File: src/rtl/mmcfg_pkg.sv
package mmcfg_pkg;

  // Size of the largest window as a power of two (256 MB).
  localparam int SZ_LG_MAX = 28;
  // Field positions inside the base register.
  localparam int EN_BIT = 0;
  localparam int LEN_LO = 1;
  localparam int LEN_HI = 2;
  localparam int BUS_W  = 8;

  typedef enum logic [1:0] {
    WIN_256  = 2'b00,
    WIN_128  = 2'b01,
    WIN_64   = 2'b10,
    WIN_RSVD = 2'b11
  } win_len_e;

  // log2 of the window size. The reserved code keeps the widest mask.
  function automatic int size_lg(input win_len_e l);
    case (l)
      WIN_128: size_lg = SZ_LG_MAX - 1;
      WIN_64:  size_lg = SZ_LG_MAX - 2;
      default: size_lg = SZ_LG_MAX;
    endcase
  endfunction

endpackage

File: src/rtl/mmcfg_cfg_reg.sv
module mmcfg_cfg_reg #(
  parameter int              CFG_AW  = 12,
  parameter int              REG_OFS = 'h60,
  parameter int              REG_W   = 64,
  parameter logic [REG_W-1:0] DFLT   = 64'h0000_0000_B000_0000
) (
  input  logic              clk,
  input  logic              rst_n,
  input  logic              wr_en,
  input  logic [CFG_AW-1:0] wr_addr,
  input  logic [31:0]       wr_data,
  input  logic [3:0]        wr_be,
  output logic [REG_W-1:0]  reg_n,
  output logic              upd
);

  localparam int NDW    = REG_W / 32;
  localparam int NBYTE  = REG_W / 8;
  localparam int DW_IDX = REG_OFS / 4;

  logic [REG_W-1:0] reg_q;
  logic [NDW-1:0]   dw_sel;
  logic [NBYTE-1:0] byte_we;
  logic             unused_lsb;

  assign unused_lsb = ^wr_addr[1:0];

  for (genvar d = 0; d < NDW; d++) begin : g_dw
    localparam logic [CFG_AW-3:0] IDX = (CFG_AW-2)'(DW_IDX + d);
    assign dw_sel[d] = wr_en & (wr_addr[CFG_AW-1:2] == IDX);
  end

  for (genvar b = 0; b < NBYTE; b++) begin : g_byte
    assign byte_we[b]        = dw_sel[b/4] & wr_be[b%4];
    assign reg_n[b*8 +: 8]   = byte_we[b] ? wr_data[(b%4)*8 +: 8] : reg_q[b*8 +: 8];
  end

  assign upd = |byte_we;

  always_ff @(posedge clk or negedge rst_n) begin
    if (!rst_n)   reg_q <= DFLT;
    else if (upd) reg_q <= reg_n;
  end

endmodule

File: src/rtl/mmcfg_win_eval.sv
module mmcfg_win_eval
  import mmcfg_pkg::*;
#(
  parameter int               PA_W  = 36,
  parameter int               REG_W = 64,
  parameter logic [REG_W-1:0] DFLT  = 64'h0000_0000_B000_0000
) (
  input  logic             clk,
  input  logic             rst_n,
  input  logic             upd,
  input  logic [REG_W-1:0] reg_n,
  output logic             en_q,
  output win_len_e         len_q,
  output logic [PA_W-1:0]  base_q,
  output logic [PA_W:0]    hole_q,
  output logic             err_q
);

  localparam logic [PA_W-1:0] DFLT_BASE = DFLT[PA_W-1:0] & ({PA_W{1'b1}} << SZ_LG_MAX);

  typedef struct packed {
    logic            en;
    win_len_e        len;
    logic [PA_W-1:0] base;
    logic [PA_W:0]   hole;
  } win_t;

  function automatic win_t decode(input logic [REG_W-1:0] r);
    win_t            w;
    int              lg;
    logic [PA_W-1:0] msk;
    w.len  = win_len_e'(r[LEN_HI:LEN_LO]);
    lg     = size_lg(w.len);
    w.en   = r[EN_BIT] & (w.len != WIN_RSVD);
    msk    = {PA_W{1'b1}} << lg;
    w.base = r[PA_W-1:0] & msk;
    w.hole = w.en ? ({1'b0, w.base} + ((PA_W+1)'(1) << lg)) : {1'b0, DFLT_BASE};
    return w;
  endfunction

  win_t win_q, win_n;
  logic err_n;
  logic unused_hi;

  assign unused_hi = ^reg_n[REG_W-1:PA_W];

  always_comb begin
    win_n = upd ? decode(reg_n) : win_q;
    err_n = err_q | (upd & (reg_n[LEN_HI:LEN_LO] == WIN_RSVD));
  end

  always_ff @(posedge clk or negedge rst_n) begin
    if (!rst_n) begin
      win_q <= decode(DFLT);
      err_q <= 1'b0;
    end else begin
      win_q <= win_n;
      err_q <= err_n;
    end
  end

  assign en_q   = win_q.en;
  assign len_q  = win_q.len;
  assign base_q = win_q.base;
  assign hole_q = win_q.hole;

endmodule

File: src/rtl/mmcfg_addr_dec.sv
module mmcfg_addr_dec
  import mmcfg_pkg::*;
#(
  parameter int PA_W = 36
) (
  input  logic             en,
  input  win_len_e         len,
  input  logic [PA_W-1:0]  base,
  input  logic [PA_W-1:0]  addr,
  output logic             hit,
  output logic [BUS_W-1:0] bus,
  output logic [4:0]       dev,
  output logic [2:0]       fn,
  output logic [11:0]      regofs
);

  logic [PA_W-1:0]  off;
  logic [PA_W-1:0]  diff;
  logic [BUS_W-1:0] bus_msk;
  logic             unused_off;
  int               lg;

  assign unused_off = ^off[PA_W-1:SZ_LG_MAX];

  always_comb begin
    lg      = size_lg(len);
    off     = addr - base;
    diff    = (addr ^ base) >> lg;
    hit     = en & (diff == '0);
    bus_msk = {BUS_W{1'b1}} >> (SZ_LG_MAX - lg);
    if (hit) begin
      bus    = off[SZ_LG_MAX-1:20] & bus_msk;
      dev    = off[19:15];
      fn     = off[14:12];
      regofs = off[11:0];
    end else begin
      bus    = '0;
      dev    = '0;
      fn     = '0;
      regofs = '0;
    end
  end

endmodule

File: src/rtl/mmcfg_decoder.sv
module mmcfg_decoder
  import mmcfg_pkg::*;
#(
  parameter int           PA_W    = 36,
  parameter int           CFG_AW  = 12,
  parameter int           REG_OFS = 'h60,
  parameter logic [63:0]  DFLT    = 64'h0000_0000_B000_0000
) (
  input  logic              clk,
  input  logic              rst_n,
  input  logic              cfg_wr_en,
  input  logic [CFG_AW-1:0] cfg_wr_addr,
  input  logic [31:0]       cfg_wr_data,
  input  logic [3:0]        cfg_wr_be,
  input  logic [PA_W-1:0]   mem_addr,
  output logic              win_en,
  output logic [1:0]        win_len,
  output logic [PA_W-1:0]   win_base,
  output logic [PA_W:0]     hole_start,
  output logic              len_err,
  output logic              mem_hit,
  output logic [7:0]        tgt_bus,
  output logic [4:0]        tgt_dev,
  output logic [2:0]        tgt_fn,
  output logic [11:0]       tgt_reg
);

  localparam int REG_W = 64;

  logic [REG_W-1:0] reg_n;
  logic             reg_upd;
  win_len_e         len_q;

  mmcfg_cfg_reg #(
    .CFG_AW (CFG_AW),
    .REG_OFS(REG_OFS),
    .REG_W  (REG_W),
    .DFLT   (DFLT)
  ) u_reg (
    .clk    (clk),
    .rst_n  (rst_n),
    .wr_en  (cfg_wr_en),
    .wr_addr(cfg_wr_addr),
    .wr_data(cfg_wr_data),
    .wr_be  (cfg_wr_be),
    .reg_n  (reg_n),
    .upd    (reg_upd)
  );

  mmcfg_win_eval #(
    .PA_W (PA_W),
    .REG_W(REG_W),
    .DFLT (DFLT)
  ) u_eval (
    .clk   (clk),
    .rst_n (rst_n),
    .upd   (reg_upd),
    .reg_n (reg_n),
    .en_q  (win_en),
    .len_q (len_q),
    .base_q(win_base),
    .hole_q(hole_start),
    .err_q (len_err)
  );

  assign win_len = len_q;

  mmcfg_addr_dec #(
    .PA_W(PA_W)
  ) u_dec (
    .en    (win_en),
    .len   (len_q),
    .base  (win_base),
    .addr  (mem_addr),
    .hit   (mem_hit),
    .bus   (tgt_bus),
    .dev   (tgt_dev),
    .fn    (tgt_fn),
    .regofs(tgt_reg)
  );

endmodule

File: config.mk
export PLATFORM = sky130hd
export DESIGN_NAME = mmcfg_decoder
export DESIGN_NICKNAME = d
export VERILOG_FILES = /design/src/rtl/mmcfg_pkg.sv /design/src/rtl/mmcfg_cfg_reg.sv /design/src/rtl/mmcfg_win_eval.sv /design/src/rtl/mmcfg_addr_dec.sv /design/src/rtl/mmcfg_decoder.sv
export SDC_FILE = /design/constraint.sdc
export NUM_CORES = 1
export LEC_CHECK = 0
export BUFFER_PORTS_ARGS = -buffer_cell sky130_fd_sc_hd__clkbuf_2
export CAP_MARGIN = 40
export CORE_MARGIN = 2
export CORE_UTILIZATION = 45
export DETAILED_ROUTE_END_ITERATION = 10
export PLACE_DENSITY = 0.7
export SYNTH_ARGS = -nofsm -noshare
export SYNTH_HDL_FRONTEND = slang
export SYNTH_HIERARCHICAL = 1
export SYNTH_SLANG_ARGS = --single-unit
File: constraint.sdc
create_clock -name clk -period 3.3 [get_ports clk]
set_input_delay 0.66 -clock clk [delete_from_list [all_inputs] [get_ports clk]]
set_output_delay 0.66 -clock clk [all_outputs]
set_load 0.02 [all_outputs]
======== After elaboration in Yosys (flattened, before gate mapping) ========
Index checks and enable logic that the tools add are counted.
cells by class
  add/subtract/negate cells ............... 3
  equality and inequality tests ........... 8
  shift-type cells ........................ 4
  muxes and demuxes ....................... 12
  bitwise gates (word level) .............. 17
  reductions and logical operators ........ 2
operator list
  cell                                                  number
  two-way mux 8 bit                                     5
  adder 36 x 37 -> 37 bit                               1
  two-way mux 37 bit                                    1
  << shifter 1 x 5 -> 37 bit, first input constant      1
  bitwise AND 36 bit                                    1
  zero test 36 bit                                      1
  << shifter 36 x 5 -> 36 bit, first input constant     1
  >> shifter 36 x 5 -> 36 bit                           1
  bitwise XOR 36 bit                                    1
  >> shifter 8 x 32 -> 8 bit, first input constant      1
  subtractor 28 bit                                     1
  equality test 10 x 5 -> 1 bit, second input constant  2
  bitwise AND 1 bit                                     13
  two-way mux 12 bit                                    1
  one-hot mux 3 bit (2 select lines)                    2
  bitwise AND 8 bit                                     1
  OR reduction 8 bit                                    1
  equality test 2 bit, second input constant            3
  subtractor 5 x 5 -> 6 bit, first input constant       1
  two-way mux 5 bit                                     1
  equality test 2 x 1 -> 1 bit, second input constant   2
  two-way mux 4 bit                                     1
  two-way mux 3 bit                                     1
  inequality test 2 bit, second input constant          1
  OR 1 bit                                              1
storage, ports and cells
  register bits after elaboration ......... 113
  logic and storage cells ................. 52

======== Longest topological paths before layout ========
  depth after elaboration ................. 10
  depth in mapped cells ................... 14
  mapped depth without buffers ............ 12

======== Cells and area by module ========
The synthesis kept the hierarchy.
modules (own cells, without submodules)
  module          times used  cells each  area an instance (µm²)  sequential area each (µm²)
  mmcfg_cfg_reg   1           222         3337.0                  1605.3
  mmcfg_addr_dec  1           282         1846.8                  0.0
  mmcfg_win_eval  1           180         1830.5                  708.2

======== Worst setup path after synthesis ========
Ideal clock, no wire load.
  path type ............................... input-to-reg
  start ................................... input port cfg_wr_addr[9]
  end ..................................... register u_eval.win_q, in the netlist u_eval/hole_q[32]
  setup time .............................. 122 ps
  arrival time ............................ 3742 ps
  required time ........................... 3178 ps
  path slack .............................. -564 ps
  stages .................................. 12
  buffers on the path ..................... 1
  cell sequence ........................... nor4_4 nand4_2 buf_6 mux2_2 inv_1 ha_1 nor2b_1 ha_1 a21oi_1 a211oi_2 or3_1 a32o_1
on the way
  word-level cells in the longest chain between the ends .. 10
  elaborated cells on any way between the ends .. 28
RTL lines
  item                                                                 RTL line              text
  from (decl)                                                          mmcfg_decoder.sv:12   input logic [CFG_AW-1:0] cfg_wr_addr,
  equality test 10 x 5 -> 1 bit *                                      mmcfg_cfg_reg.sv:30   assign dw_sel[d] = wr_en & (wr_addr[CFG_AW-1:2] == IDX);
  bitwise AND 1 bit *                                                  mmcfg_cfg_reg.sv:30
  bitwise AND 1 bit *                                                  mmcfg_cfg_reg.sv:34   assign byte_we[b] = dw_sel[b/4] & wr_be[b%4];
  two-way mux 8 bit *                                                  mmcfg_cfg_reg.sv:35   assign reg_n[b*8 +: 8] = byte_we[b] ? wr_data[(b%4)*8 +: 8] : reg_q[b*8 +: 8];
  via reg_n[1]                                                         mmcfg_decoder.sv:30   logic [REG_W-1:0] reg_n;
  equality test 2 bit or equality test 2 x 1 -> 1 bit (tied branches)  mmcfg_pkg.sv:20       case (l)
  one-hot mux 3 bit (2 select lines)                                   mmcfg_pkg.sv:20
  << shifter 36 x 5 -> 36 bit                                          mmcfg_win_eval.sv:35  msk = {PA_W{1'b1}} << lg;
  bitwise AND 36 bit                                                   mmcfg_win_eval.sv:36  w.base = r[PA_W-1:0] & msk;
  adder 36 x 37 -> 37 bit                                              mmcfg_win_eval.sv:37  w.hole = w.en ? ({1'b0, w.base} + ((PA_W+1)'(1) << lg)) : {1'b0, DFLT_BASE};
  two-way mux 37 bit *                                                 mmcfg_win_eval.sv:37
  to (signal assigned)                                                 mmcfg_win_eval.sv:54  win_q <= decode(DFLT);
  to (signal assigned)                                                 mmcfg_win_eval.sv:57  win_q <= win_n;
  to (decl)                                                            mmcfg_win_eval.sv:41  win_t win_q, win_n;
Mark *: on every way through the listed nets, which the timed path passes. The rest lies on a longest branch.
A chain may end at the register's enable or synchronous reset.

======== Worst setup path in the final report ========
  start ................................... input port mem_addr[6]
  end ..................................... output port tgt_bus[7]
on the way
  word-level cells in the longest chain between the ends .. 5
  elaborated cells on any way between the ends .. 7
RTL lines
  item                         RTL line              text
  from (decl)                  mmcfg_decoder.sv:15   input logic [PA_W-1:0] mem_addr,
  bitwise XOR 36 bit           mmcfg_addr_dec.sv:28  diff = (addr ^ base) >> lg;
  >> shifter 36 x 5 -> 36 bit  mmcfg_addr_dec.sv:28
  zero test 36 bit             mmcfg_addr_dec.sv:29  hit = en & (diff == '0);
  bitwise AND 1 bit            mmcfg_addr_dec.sv:29
  two-way mux 8 bit *          mmcfg_addr_dec.sv:31  if (hit) begin
  to (decl)                    mmcfg_decoder.sv:22   output logic [7:0] tgt_bus,
Mark *: on every way between the ends. The rest lies on a longest branch, timed or not.

==> run metrics <==
outcome complete, but fails checks; failing checks negative setup slack; Final period util 1.01; Power Dens Cells 251 nW/um^2; Final Slew Violations 0; fill cell count 870; CTS tree built; largest net degree at the start of global routing 32; post-layout net count 824; worst-case clock buffer depth 2; Clock Sinks 41; fin area 5870 sq um; standard-cell rows 36; GRT Util Overall 0.211; First DRT Iteration DRCs 162; reg2reg path depth 10; CP dominant cell by count buf_6; Synth Instances 518; worst skew pair latency 0.30 ns; Worst R2R Start u_reg/reg_q[2]; Critical Path AT 2.67 ns; Worst path depth 12; vias in the first global route 3991; storage element area 1040 sq um; slew margin rel. 0.636; area post-placement 5440 sq um; Worst Hold Class primary input to async pin; commonest non-fill, non-tap cells in the layout clkbuf_2 (104), buf_4 (71), conb_1 (51), nor2_1 (45), inv_1 (38); most common cell after layout, fill and taps aside clkbuf_2; Setup WS post-layout -0.0263 ns; antenna violations before repair 0; Area Growth Syn to Fin 32.0%; Leak Pwr 2.91 nW; Root Driver clkbuf_8; CP cell instances buf_6, ha_4, buf_6, a211oi_4, nor2_2, o41ai_4, o31ai_2, a211o_1, a21oi_2, xnor2_1, nor3_2, buf_4; WL final 12.0 mm; placed wire-length estimate 9.71 mm; port bufs 119; share of cells above drive strength 1 0.429; Ports 193; via/cell ratio 5.17; Peak Freq 0.301 GHz; Setup Viol. Count Final 2; DRC 0; core area 9680 sq um; DP Worst Slack -0.288 ns; Die W 103 um; type of origin of the critical path primary input; full die area 10700 sq um; Syn Area/Cell 8.59 sq um; unrepaired setup endpoints after global routing yes; global-route wire length before repair 18.2 mm; Post-Syn Area 4450 sq um; Worst Setup SP mem_addr[6]; Worst path max stage delay 0.35 ns; Num CTS Buffers 5; synthesis warning total 6; max-cap viol count 0; Final min period 3.33 ns; routability cong. 0.916; routed vias 4291; initial core utilization 0.460; overall die height 103 um; kind of critical path primary input to output pin; total gr overflow 0; Inserted Diodes 0; worst vdd ir 0.221 mV; Critical Path Slowest Stage Cell o41ai_4; Hold Vio Cnt, Final 0; Setup crit end kind output pin; delay-heaviest family, CP compound AO/OA/AOI/OAI gates; Routed Antenna Nets 0; H-tree depth 2; maximum fanout along the worst path 4; Worst-path clk slew 0.09 ns; Setup Skew 0.0135 ns; Worst-Margin Slew 0.541 ns; multi-input logic area 3270 sq um; Buf/Inv on CP 3; cts hold-fix bufs 0; drt pass-1 iters 5; Req. time, crit path 2.64 ns; average wire per standard cell 14.5 um
repair_timing:
item / 4_1_cts / 5_1_grt
endpoints found under the setup margin: 9 / 22
resized for setup: 7 / 69
buffers inserted: 0 / 7
pin swaps: 1 / 15
gates cloned: 0 / 0
final timing paths:
path	end	slack, ns
worst min-delay path	u_reg/reg_q[35]	0.23
worst max-delay path	tgt_bus[7]	-0.03
worst min register to register	u_eval/err_q	0.48
worst max register to register	u_eval/hole_q[32]	0.76
max in group asynchronous	u_eval/hole_q[29]	2.53
min in group clk	u_eval/err_q	0.48
metrics by stage:
step / utilization / instances / hold slack, ns / total power [mW] / setup TNS, ns
global route: 0.607 / 830 / 0.239 / 1.57 / -0.614
CTS: 0.575 / 824 / 0.233 / 1.42 / -0.200
global placement: 0.559 / 815 / 0.456 / 0.996 / -0.956
finish: 0.607 / 830 / 0.229 / 1.48 / -0.0303
floorplan: - / 568 / 0.364 / 0.896 / -0.336
detailed placement: 0.561 / 816 / 0.464 / 1.01 / -1.74
power by group:
part           internal (mW)  switching, mW
registers              0.508        0.00242
logic                  0.238          0.317
clock network          0.227          0.185
total                  0.972          0.505
sequential cells by signal, indices dropped and copies added, names as in the netlist:
name,cells
u_eval/base_q,11
u_eval/en_q,1
u_eval/err_q,1
u_eval/hole_q,13
u_eval/len_q,2
u_reg/reg_q,13
layer usage:
layer,track usage,up-vias,part of all wire
met5,0,-,0
li1,-,2066,-
met4,0.0607,0,0.019
met2,0.393,164,0.53
met1,0.255,2042,0.40
met3,0.0242,19,0.056
area by class of cell:
cell class,count,share of cell area
repair buffers,184,0.194
inverters,40,0.0256
multi-input cells,424,0.556
clock inverters,3,0.00745
flip-flops and latches,41,0.177
clock buffers,5,0.0117
well taps,133,0.0283
(Power assumes the default switching activity.)
